File: src/rtl/bist_pkg.sv
package bist_pkg;
  typedef enum logic [2:0] {
    ST_IDLE,
    ST_OFS,
    ST_DIV,
    ST_AMP,
    ST_ERR,
    ST_SHX,
    ST_SHR,
    ST_DONE
  } bist_state_e;
endpackage

File: src/rtl/bist_angle_gen.sv
module bist_angle_gen #(
  parameter int AW   = 10,
  parameter int STEP = 116
) (
  input  logic                 clk_i,
  input  logic                 rst_ni,
  input  logic                 clr_i,
  input  logic                 adv_i,
  output logic signed [AW-1:0] angle_o
);
  localparam int QTR = 2 ** (AW - 2);

  logic [AW-1:0] phase_q;
  logic [AW-2:0] fold_w;

  always_ff @(posedge clk_i or negedge rst_ni) begin
    if (!rst_ni)    phase_q <= '0;
    else if (clr_i) phase_q <= '0;
    else if (adv_i) phase_q <= phase_q + AW'(STEP);
  end

  // second half of the counter runs back down: triangle from a sawtooth
  assign fold_w  = phase_q[AW-1] ? ~phase_q[AW-2:0] : phase_q[AW-2:0];
  assign angle_o = $signed({1'b0, fold_w}) - $signed(AW'(QTR));

  a_r5_phase_step: assert property (@(posedge clk_i) disable iff (!rst_ni)
    (adv_i && !clr_i) |=> (phase_q == $past(phase_q) + AW'(STEP)));
  a_r5_phase_clear: assert property (@(posedge clk_i) disable iff (!rst_ni)
    clr_i |=> (phase_q == '0));
endmodule

File: src/rtl/bist_fit_alu.sv
module bist_fit_alu #(
  parameter int W = 16
) (
  input  logic signed [W-1:0] ref_i,
  input  logic signed [W-1:0] ofs_i,
  input  logic signed [W-1:0] smp_i,
  input  logic                neg_i,
  output logic signed [W+1:0] adj_o,
  output logic        [W+1:0] mag_o
);
  localparam int DW = W + 2;

  logic signed [DW-1:0] corr_w;
  logic signed [DW-1:0] diff_w;

  // three add/subtract units: offset correction, error, sign/magnitude
  assign corr_w = DW'(ref_i) + DW'(ofs_i);
  assign diff_w = corr_w - DW'(smp_i);
  assign adj_o  = neg_i ? -diff_w : diff_w;
  assign mag_o  = diff_w[DW-1] ? DW'(-diff_w) : DW'(diff_w);
endmodule

File: src/rtl/sine_fit_bist.sv
module sine_fit_bist
  import bist_pkg::*;
#(
  parameter int W          = 16,
  parameter int AW         = 10,
  parameter int N_REC      = 563,
  parameter int N_AMP      = 282,
  parameter int PHASE_STEP = 116,
  parameter int X0_INIT    = 256,
  parameter int LR_SHIFT   = 5
) (
  input  logic                 clk_i,
  input  logic                 rst_ni,
  input  logic                 start_i,
  input  logic                 strobe_i,
  input  logic signed [W-1:0]  sample_i,
  input  logic signed [W-1:0]  ref_i,
  output logic                 cordic_div_o,
  output logic signed [W-1:0]  cordic_x0_o,
  output logic signed [AW-1:0] cordic_angle_o,
  output logic                 busy_o,
  output logic                 done_o,
  output logic                 sig_bit_o,
  output logic                 sig_valid_o
);
  localparam int ACC = W + 5;
  localparam int DW  = W + 2;
  localparam int CW  = $clog2(N_REC + 1);
  localparam int BW  = $clog2(W);
  localparam logic signed [ACC-1:0] SAT_HI = ACC'((2 ** (W - 1)) - 1);
  localparam logic signed [ACC-1:0] SAT_LO = -SAT_HI - ACC'(1);

  function automatic logic signed [W-1:0] clip_w(input logic signed [ACC-1:0] v);
    if (v > SAT_HI)      return SAT_HI[W-1:0];
    else if (v < SAT_LO) return SAT_LO[W-1:0];
    else                 return v[W-1:0];
  endfunction

  function automatic logic signed [ACC-1:0] sext_w(input logic signed [W-1:0] v);
    return {{(ACC-W){v[W-1]}}, v};
  endfunction

  bist_state_e state_q;
  logic [CW-1:0]         cnt_q;
  logic [BW-1:0]         bcnt_q;
  logic signed [ACC-1:0] acc_q;
  logic signed [W-1:0]   x0_q;
  logic signed [W-1:0]   ofs_q;
  logic signed [W-1:0]   smp_q;
  logic                  pend_q;

  // named internal events
  logic proc_w, active_w, rec_last_w, amp_last_w, bit_last_w, idle_w;
  logic ang_clr_w, ang_adv_w;
  logic signed [AW-1:0]  angle_w;
  logic signed [DW-1:0]  adj_w;
  logic        [DW-1:0]  mag_w;
  logic signed [ACC-1:0] ofs_sum_w, step_w, x0_upd_w, err_sum_w;

  assign active_w   = (state_q == ST_OFS) || (state_q == ST_DIV) ||
                      (state_q == ST_AMP) || (state_q == ST_ERR);
  assign idle_w     = (state_q == ST_IDLE) || (state_q == ST_DONE);
  assign proc_w     = pend_q;
  assign rec_last_w = (cnt_q == CW'(N_REC - 1));
  assign amp_last_w = (cnt_q == CW'(N_AMP - 1));
  assign bit_last_w = (bcnt_q == BW'(W - 1));
  assign ang_clr_w  = proc_w && ((state_q == ST_DIV) || (state_q == ST_AMP && amp_last_w));
  assign ang_adv_w  = proc_w && ((state_q == ST_AMP) || (state_q == ST_ERR));

  bist_angle_gen #(.AW(AW), .STEP(PHASE_STEP)) u_angle (
    .clk_i  (clk_i),
    .rst_ni (rst_ni),
    .clr_i  (ang_clr_w),
    .adv_i  (ang_adv_w),
    .angle_o(angle_w)
  );

  bist_fit_alu #(.W(W)) u_alu (
    .ref_i(ref_i),
    .ofs_i(ofs_q),
    .smp_i(smp_q),
    .neg_i(angle_w[AW-1]),
    .adj_o(adj_w),
    .mag_o(mag_w)
  );

  assign ofs_sum_w = acc_q + sext_w(smp_q);
  assign step_w    = $signed({{(ACC-DW){adj_w[DW-1]}}, adj_w}) >>> LR_SHIFT;
  assign x0_upd_w  = sext_w(x0_q) - step_w;
  assign err_sum_w = acc_q + $signed({{(ACC-DW){1'b0}}, mag_w});

  always_ff @(posedge clk_i or negedge rst_ni) begin
    if (!rst_ni) begin
      pend_q <= 1'b0;
      smp_q  <= '0;
    end else begin
      pend_q <= strobe_i && active_w;
      if (strobe_i) smp_q <= sample_i;
    end
  end

  always_ff @(posedge clk_i or negedge rst_ni) begin
    if (!rst_ni) begin
      state_q <= ST_IDLE;
      cnt_q   <= '0;
      bcnt_q  <= '0;
      acc_q   <= '0;
      x0_q    <= '0;
      ofs_q   <= '0;
    end else begin
      unique case (state_q)
        ST_IDLE, ST_DONE: if (start_i) begin
          state_q <= ST_OFS;
          cnt_q   <= '0;
          acc_q   <= '0;
        end
        ST_OFS: if (proc_w) begin
          acc_q <= ofs_sum_w;
          cnt_q <= cnt_q + CW'(1);
          if (rec_last_w) begin
            x0_q    <= clip_w(ofs_sum_w);
            cnt_q   <= '0;
            state_q <= ST_DIV;
          end
        end
        ST_DIV: if (proc_w) begin
          ofs_q   <= ref_i;
          x0_q    <= W'(X0_INIT);
          state_q <= ST_AMP;
        end
        ST_AMP: if (proc_w) begin
          x0_q  <= clip_w(x0_upd_w);
          cnt_q <= cnt_q + CW'(1);
          if (amp_last_w) begin
            cnt_q   <= '0;
            acc_q   <= '0;
            state_q <= ST_ERR;
          end
        end
        ST_ERR: if (proc_w) begin
          acc_q <= err_sum_w;
          cnt_q <= cnt_q + CW'(1);
          if (rec_last_w) begin
            cnt_q   <= '0;
            bcnt_q  <= '0;
            state_q <= ST_SHX;
          end
        end
        ST_SHX: begin
          x0_q   <= x0_q <<< 1;
          bcnt_q <= bcnt_q + BW'(1);
          if (bit_last_w) begin
            x0_q    <= clip_w(acc_q);
            bcnt_q  <= '0;
            state_q <= ST_SHR;
          end
        end
        ST_SHR: begin
          x0_q   <= x0_q <<< 1;
          bcnt_q <= bcnt_q + BW'(1);
          if (bit_last_w) state_q <= ST_DONE;
        end
        default: state_q <= ST_IDLE;
      endcase
    end
  end

  assign cordic_div_o   = (state_q == ST_DIV);
  assign cordic_x0_o    = x0_q;
  assign cordic_angle_o = angle_w;
  assign busy_o         = !idle_w;
  assign done_o         = (state_q == ST_DONE);
  assign sig_valid_o    = (state_q == ST_SHX) || (state_q == ST_SHR);
  assign sig_bit_o      = sig_valid_o && x0_q[W-1];

  a_r2_busy_done_excl: assert property (@(posedge clk_i) disable iff (!rst_ni)
    !(busy_o && done_o));
  a_r2_busy_from_start: assert property (@(posedge clk_i) disable iff (!rst_ni)
    $rose(busy_o) |-> $past(start_i));
  a_r8_valid_in_run: assert property (@(posedge clk_i) disable iff (!rst_ni)
    sig_valid_o |-> busy_o);
  a_r9_done_holds: assert property (@(posedge clk_i) disable iff (!rst_ni)
    (done_o && !start_i) |=> done_o);
  a_r3_div_x0_held: assert property (@(posedge clk_i) disable iff (!rst_ni)
    (cordic_div_o && !proc_w) |=> $stable(cordic_x0_o));
  a_r4_offset_frozen: assert property (@(posedge clk_i) disable iff (!rst_ni)
    !cordic_div_o |=> $stable(ofs_q));
endmodule

File: config.mk
export PLATFORM = sky130hd
export DESIGN_NAME = sine_fit_bist
export DESIGN_NICKNAME = d
export VERILOG_FILES = /design/src/rtl/bist_pkg.sv /design/src/rtl/bist_angle_gen.sv /design/src/rtl/bist_fit_alu.sv /design/src/rtl/sine_fit_bist.sv
export SDC_FILE = /design/constraint.sdc
export NUM_CORES = 1
export LEC_CHECK = 0
export BUFFER_PORTS_ARGS = -buffer_cell sky130_fd_sc_hd__buf_2
export CORE_MARGIN = 2
export CORE_UTILIZATION = 23
export CTS_CLUSTER_DIAMETER = 100
export DETAILED_ROUTE_END_ITERATION = 7
export PLACE_DENSITY = 0.48
export SLEW_MARGIN = 10
export SYNTH_ARGS = -nofsm -noshare
export SYNTH_HDL_FRONTEND = slang
export SYNTH_SLANG_ARGS = --single-unit
File: constraint.sdc
create_clock -name clk_i -period 11.1 [get_ports clk_i]
set_input_delay 1.11 -clock clk_i [delete_from_list [all_inputs] [get_ports clk_i]]
set_output_delay 1.11 -clock clk_i [all_outputs]
set_load 0.05 [all_outputs]
==> metrics.txt, run 1 <==
run status=complete, no violations; CTS Buffer Depth=2; Skew-Pair Late Insertion Delay=about 370 ps; Routed WL=28.8 mm; Die W=204 um; achievable frequency=approximately 0.13 GHz; Crit. Startpoint=ref_i[1]; crit path kind=in -> reg; Die H=204 um; setup bufs post-CTS=0; Avg Cell Area, Syn=8.09 um2; CTS Buf Count=9; Final Hold Fails=0; period utilisation layout=0.692; max-cap viol count=0; Synth Flop Type=dfrtp_1; row cnt=73; CP cell instances=buf_2 > fa_1 > fa_1 > a21o_1 > a21oi_2 > nand2b_1 > o311ai_1 > or3_4 > or4_4 > nor4_2 > nor2_1 > xnor2_1 > ha_1 > a21o_1 > a21oi_1 > o21ai_0 > a211o_1 > or2_2 > a221oi_1 > o22ai_1 > a21oi_1 > a211oi_1 > a211oi_1; Req. time, crit path=around 11000 ps; Worst-path clk slew=80 ps; worst hold path startpoint=bcnt_q[3]$_DFFE_PN0P_; top-count cell post-synth=nand2_1; unrepaired setup endpoints after global routing=no; post-route ant nets=0; core area=0.0396 mm2; top cells by count, synth=118 x nand2_1, 106 x nor2_1, 101 x o21ai_0; Critical Path End Type=register; fin nets=around 1300; Crit Reg-Reg Endpoint=cordic_x0_o[5]$_DFFE_PN0P_; Worst-Margin Slew=1260 ps; hold_buf cts=0; min Tclk post-route=around 7700 ps; critical path arrival=7960 ps; final setup fails=0; Reg2Reg Setup Slack=about 3800 ps; Hold Path End=bcnt_q[3]$_DFFE_PN0P_; Synth Warn #=0; ratio of cells with drive above 1 in the final layout=0.115; Total Neg Setup Slack=0 ps; Slew HR=0.162; Initial Utilization=0.233; ANT cells=0; Reg2Reg Depth=23; Yosys cell types=82; largest area contributor in the netlist=dfrtp_1; WL per Instance=between 15 and 20 um; IO Port Bufs=66; DRT Pass-1 Iters=5; Post-synth EDFFs=0; fraction of registers with async set/reset=1.00; DRC errors left=0; Clock Sinks=95; Via Count=8391; Cell Area, Synth=0.00922 mm2; Die Area=0.0417 mm2; vias in the first global route=8202; Vias/cell=around 5; Critical-path top delay cell=a21oi_1; Synth area leaders=dfrtp_1 26%, ha_1 10%, xnor2_1 5.6%; H-tree Lvls=3; Synth Instances=approximately 1100; Hold Crit Class=reg -> reg; worst r2r src=smp_q[1]$_DFFE_PN0P_; Final Max Slew Viols=0; 1st-iter DRT viols=556; Overall Global Routing Usage=0.140; Root Buffer=clkbuf_16; CTS tree=yes; CTS resizes=0; GP Congestion=between 0.8 and 0.9; Area Growth Syn to Fin=13.1%; Seq cells post-synth=95; initial antenna violation count=1; post-detail-place hpwl=22.6 mm; grt ovf=0; crit-path max cell delay=approximately 940 ps; worst hold path depth=1; pin count of the biggest net entering global routing=53; Synth Net Count=1270; Yosys top cell area share=0.258; I/O pin total=67; first-pass GRT wire length=45.7 mm; Seq/Total Area, Yosys=0.258; worst clock skew=8.38 ps; type of origin of the critical path=primary input; critical path peak fanout=12
critical path, delay by kind of cell:
kind                       cells  cell delay (ps)
adders and majority gates      3             1330
xor gates and xnor gates       1              140
AOI/OAI and AO/OA             12             3350
and+or+nand+nor                6             1900
buffers and inverters          1              120
cell usage in the layout (no fill, tap or decap), types with 5 or more instances in the layout:
cell	count
nand2_1	118
nor2_1	106
o21ai_0	101
dfrtp_1	95
inv_1	77
ha_1	76
a21oi_1	75
buf_2	65
xnor2_1	59
xor2_1	43
a211oi_1	24
nor3_1	23
nand3_1	22
o21a_1	21
a21o_1	19
fa_1	19
mux2_2	17
and3_1	11
buf_4	11
or2_2	10
and2_1	10
a31oi_1	10
a22oi_1	10
o21bai_1	9
nand2b_1	9
clkbuf_16	9
nor2b_1	7
a221oi_1	7
a2111oi_0	6
a21boi_0	6
a211o_1	6
o22ai_1	6
and4_1	5
o211ai_1	5
nand4_1	5
o221ai_1	5
worst max-delay path by stage:
stage	slack, ps	to	cells past startpoint
6_report	3420	cordic_x0_o[5]$_DFFE_PN0P_	23
5_1_grt	2940	cordic_x0_o[12]$_DFFE_PN0P_	23
4_1_cts	3480	cordic_x0_o[3]$_DFFE_PN0P_	23
3_5_place_dp	3100	cordic_x0_o[3]$_DFFE_PN0P_	23
3_3_place_gp	3180	cordic_x0_o[2]$_DFFE_PN0P_	22
2_1_floorplan	4270	cordic_x0_o[12]$_DFFE_PN0P_	23
kinds of logic (layout without fill, tap and decap cells):
family / after synthesis / after routing / synth area share
AOI/OAI and AO/OA: 354 / 354 / 0.248
muxes: 19 / 19 / 0.0229
adders and majority gates: 95 / 95 / 0.144
buffers and inverters: 122 / 171 / 0.0520
and+or+nand+nor: 352 / 352 / 0.178
DFF: 95 / 95 / 0.258
xor gates and xnor gates: 102 / 102 / 0.0969
sequential cells by signal, indices dropped and copies added, names as in the netlist:
| name | cells |
|---|---|
| ofs_q | 16 |
| pend_q | 1 |
| cordic_x0_o | 16 |
| acc_q | 21 |
| state_q | 3 |
| cnt_q | 10 |
| bcnt_q | 4 |
| smp_q | 16 |
| u_angle.phase_q | 8 |
metrics by stage:
step           std cells  hold slack [ps]   util  worst slack [ps]  area (um2)
2_1_floorplan       1139              442      -              4270        9220
3_3_place_gp        1697              469  0.255              3180       10100
3_5_place_dp        1697              478  0.255              3100       10100
4_1_cts             1713              487  0.263              3480       10400
5_1_grt             1713              538  0.263              2940       10400
6_report            1713              481  0.263              3420       10400
layer usage:
layer  up-vias  share of wire  global-route usage
li1       4152              -                   -
met1      4018           0.50               0.196
met2       196           0.45               0.226
met3        25          0.042              0.0234
met4         0          0.015              0.0321
met5         -              0                   0
area by class of cell:
cell class                 instances  area (um2)
inverter                          79         299
timing repair buffer              76         408
fill                            4352       29200
tap                              525         657
multi-input combinational        922        6380
sequential                        95        2380
clock buffer                       9         225
clock inverter                     7        85.1
Power of run 1 is left out: the tool's default activity adds up to more than one toggle a clock period on the data nets, which glitch-free logic cannot reach.
==> run 2: changes to the inputs <==
--- a/config.mk
+++ b/config.mk
@@ -5,12 +5,13 @@
 export SDC_FILE = /design/constraint.sdc
 export NUM_CORES = 1
 export LEC_CHECK = 0
+export ABC_AREA = 1
 export BUFFER_PORTS_ARGS = -buffer_cell sky130_fd_sc_hd__buf_2
 export CORE_MARGIN = 2
 export CORE_UTILIZATION = 23
 export CTS_CLUSTER_DIAMETER = 100
 export DETAILED_ROUTE_END_ITERATION = 7
-export PLACE_DENSITY = 0.48
+export PLACE_DENSITY = 0.47
 export SLEW_MARGIN = 10
 export SYNTH_ARGS = -nofsm -noshare
 export SYNTH_HDL_FRONTEND = slang
==> constraint.sdc (replaced) <==
create_clock -name clk_i -period 7.1 [get_ports clk_i]
set_input_delay 0.71 -clock clk_i [delete_from_list [all_inputs] [get_ports clk_i]]
set_output_delay 0.71 -clock clk_i [all_outputs]
set_load 0.05 [all_outputs]
==> run 2 against run 1 <==
Against the previous run:
- non-clock buffer count shrank 2
- worst setup slack lost 2300 ps
- flip-flop and latch count stayed put
- utilization decreased by 0.16 points
- cell count up 17%
- die area up 6.0%
- wire length up 11%
- critical path depth up 13
- highest routed layer unchanged
==> metrics.txt, run 2 <==
run status=complete, no violations; top-count cell post-synth=nand2_1; 1st-iter DRT viols=606; CTS Buf Count=9; fraction of registers with async set/reset=1.00; fin nets=1599; type of origin of the critical path=register; I/O pin total=67; mux share of post-synthesis cell area=0.0184; achievable frequency=0.167 GHz; Clock Sinks=95; Synth Warn #=0; min Tclk post-route=6000 ps; CTS tree=yes; main combinational cell family by area after synthesis=simple AND/OR/NAND/NOR gates; Critical-path top delay cell=fa_1; Synth area leaders=dfrtp_1 24%, nand2_1 13%, ha_1 9.7%; DRT Pass-1 Iters=5; max FFs per register=21; crit path kind=reg -> reg; GR met3 Demand/Resource=0.0246; Die Area=0.0442 mm2; commonest non-fill, non-tap cells in the layout=344 x nand2_1, 219 x inv_1, 119 x a21oi_1; Most Used Layer, Global Route=met2; IO Port Bufs=66; Cell Area, Synth=0.00978 mm2; ratio of cells with drive above 1 in the final layout=0.110; Reg2Reg Depth=36; Worst-Margin Slew=about 1100 ps; Worst-path clk slew=about 80 ps; Avg Cell Area, Syn=6.89 um2; post-detail-place hpwl=between 20 and 30 mm; ANT cells=0; Synth Area in Compound Gates=0.173; top cells by count, synth=344 x nand2_1, 219 x inv_1, 119 x a21oi_1; DRC errors left=0; WL per Instance=15.9 um; largest area contributor in the netlist=dfrtp_1; Final Max Slew Viols=0; Total Neg Setup Slack=0 ps; Hold Crit Class=in -> async; Area Growth Syn to Fin=12.1%; met1 Use GR=0.205; Crit Reg-Reg Endpoint=cordic_x0_o[4]$_DFFE_PN0P_; Skew-Pair Late Insertion Delay=400 ps; routing usage on met2=0.235; grt ovf=0; Seq/Total Area, Yosys=0.243; Post-Synth XOR/XNOR Area=0.0581; Synth Instances=1421; Seq cells post-synth=95; Reg2Reg Setup Slack=approximately 1100 ps; critical path arrival=6330 ps; Synth Flop Type=dfrtp_1; Routed WL=31.9 mm; core area=0.0419 mm2; Yosys top cell area share=0.243; Final Hold Fails=0; crit-path max cell delay=480 ps; Synth Net Count=1552; final setup fails=0; Initial Utilization=0.233; post-synthesis simple-gate area fraction=0.266; most common cell after layout, fill and taps aside=nand2_1; Slew HR=0.256; max-cap viol count=0; GP Congestion=roughly 0.9; CTS resizes=0; Adder-Cell Fraction of Synth Area=0.136; post-route ant nets=0; unrepaired setup endpoints after global routing=no; Critical Path End Type=register; hold_buf cts=0; Via Count=9235; period utilisation layout=0.845; H-tree Lvls=3; initial antenna violation count=0; first-pass GRT wire length=49.9 mm; worst r2r src=smp_q[1]$_DFFE_PN0P_; Overall Global Routing Usage=0.148; Die H=210 um; Yosys cell types=58; critical path peak fanout=13; Req. time, crit path=7430 ps; Die W=210 um; Vias/cell=4.59; setup bufs post-CTS=0; pin count of the biggest net entering global routing=51; vias in the first global route=8949; most used cell, CP=nand2_1; Root Buffer=clkbuf_16; row cnt=75; CTS Buffer Depth=2; worst clock skew=14.9 ps; Post-synth EDFFs=0; Biggest register=acc_q
-- run 2: cell count changes after synthesis, moves of 22 or more --
cell and delta:
nand3_1 +36, nand2_1 +226, xnor2_1 -45, inv_1 +142
a211oi_1 -22, a21oi_1 +43
-- run 2: layout make-up --
type,instances,area [um2]
clock inverters,6,65.1
multi-input cells,1064,6380
fillers,4604,31000
well taps,539,674
clock buffers,10,239
repair buffers,74,393
flip-flops and latches,95,2380
inverters,224,841
-- run 2: metrics by stage --
step                instance area (um2)  setup WS, ps   util  hold WS, ps  cells
floorplan                          9780          1970      -          414   1421
global placement                  10700           766  0.254          473   1996
detailed placement                10700           791  0.254          476   1996
CTS                               11000          1120  0.261          383   2012
global route                      11000           545  0.261          403   2012
finish                            11000          1100  0.261          349   2012
-- run 2: cell families (layout without fill, tap and decap cells) --
logic type | Yosys count | count (layout)
compound gates | 302 | 302
flops | 95 | 95
fa+ha+maj | 95 | 95
xor+xnor | 61 | 61
buf+inv | 262 | 314
simple gates | 590 | 590
mux | 16 | 16
-- run 2: worst max-delay path by stage --
stage / startpoint / end / slack, ps / cells past startpoint
2_1_floorplan: ref_i[3] / cordic_x0_o[13]$_DFFE_PN0P_ / 1970 / 35
3_3_place_gp: ref_i[1] / cordic_x0_o[4]$_DFFE_PN0P_ / 770 / 36
3_5_place_dp: ref_i[1] / cordic_x0_o[4]$_DFFE_PN0P_ / 790 / 36
4_1_cts: smp_q[1]$_DFFE_PN0P_ / cordic_x0_o[4]$_DFFE_PN0P_ / 1120 / 36
5_1_grt: smp_q[1]$_DFFE_PN0P_ / cordic_x0_o[4]$_DFFE_PN0P_ / 540 / 36
6_report: smp_q[1]$_DFFE_PN0P_ / cordic_x0_o[4]$_DFFE_PN0P_ / 1100 / 36
-- run 2: metal layers --
layer  routed length, um  vias to the layer above
met5                   0                        -
met4                 585                        0
met3                1020                       25
met2               14400                      144
met1               15900                     4300
li1                    -                     4766
-- run 2: critical path: cells and delay by family (launching register included) --
family,cells,cell delay [ps]
AND/OR/NAND/NOR,23,2510
adder cells (fa/ha/maj),3,1410
buffers and inverters,3,300
XOR/XNOR,1,250
AO/OA/AOI/OAI,6,1030
flip-flops,1,420
Power of run 2 is left out for the same reason.
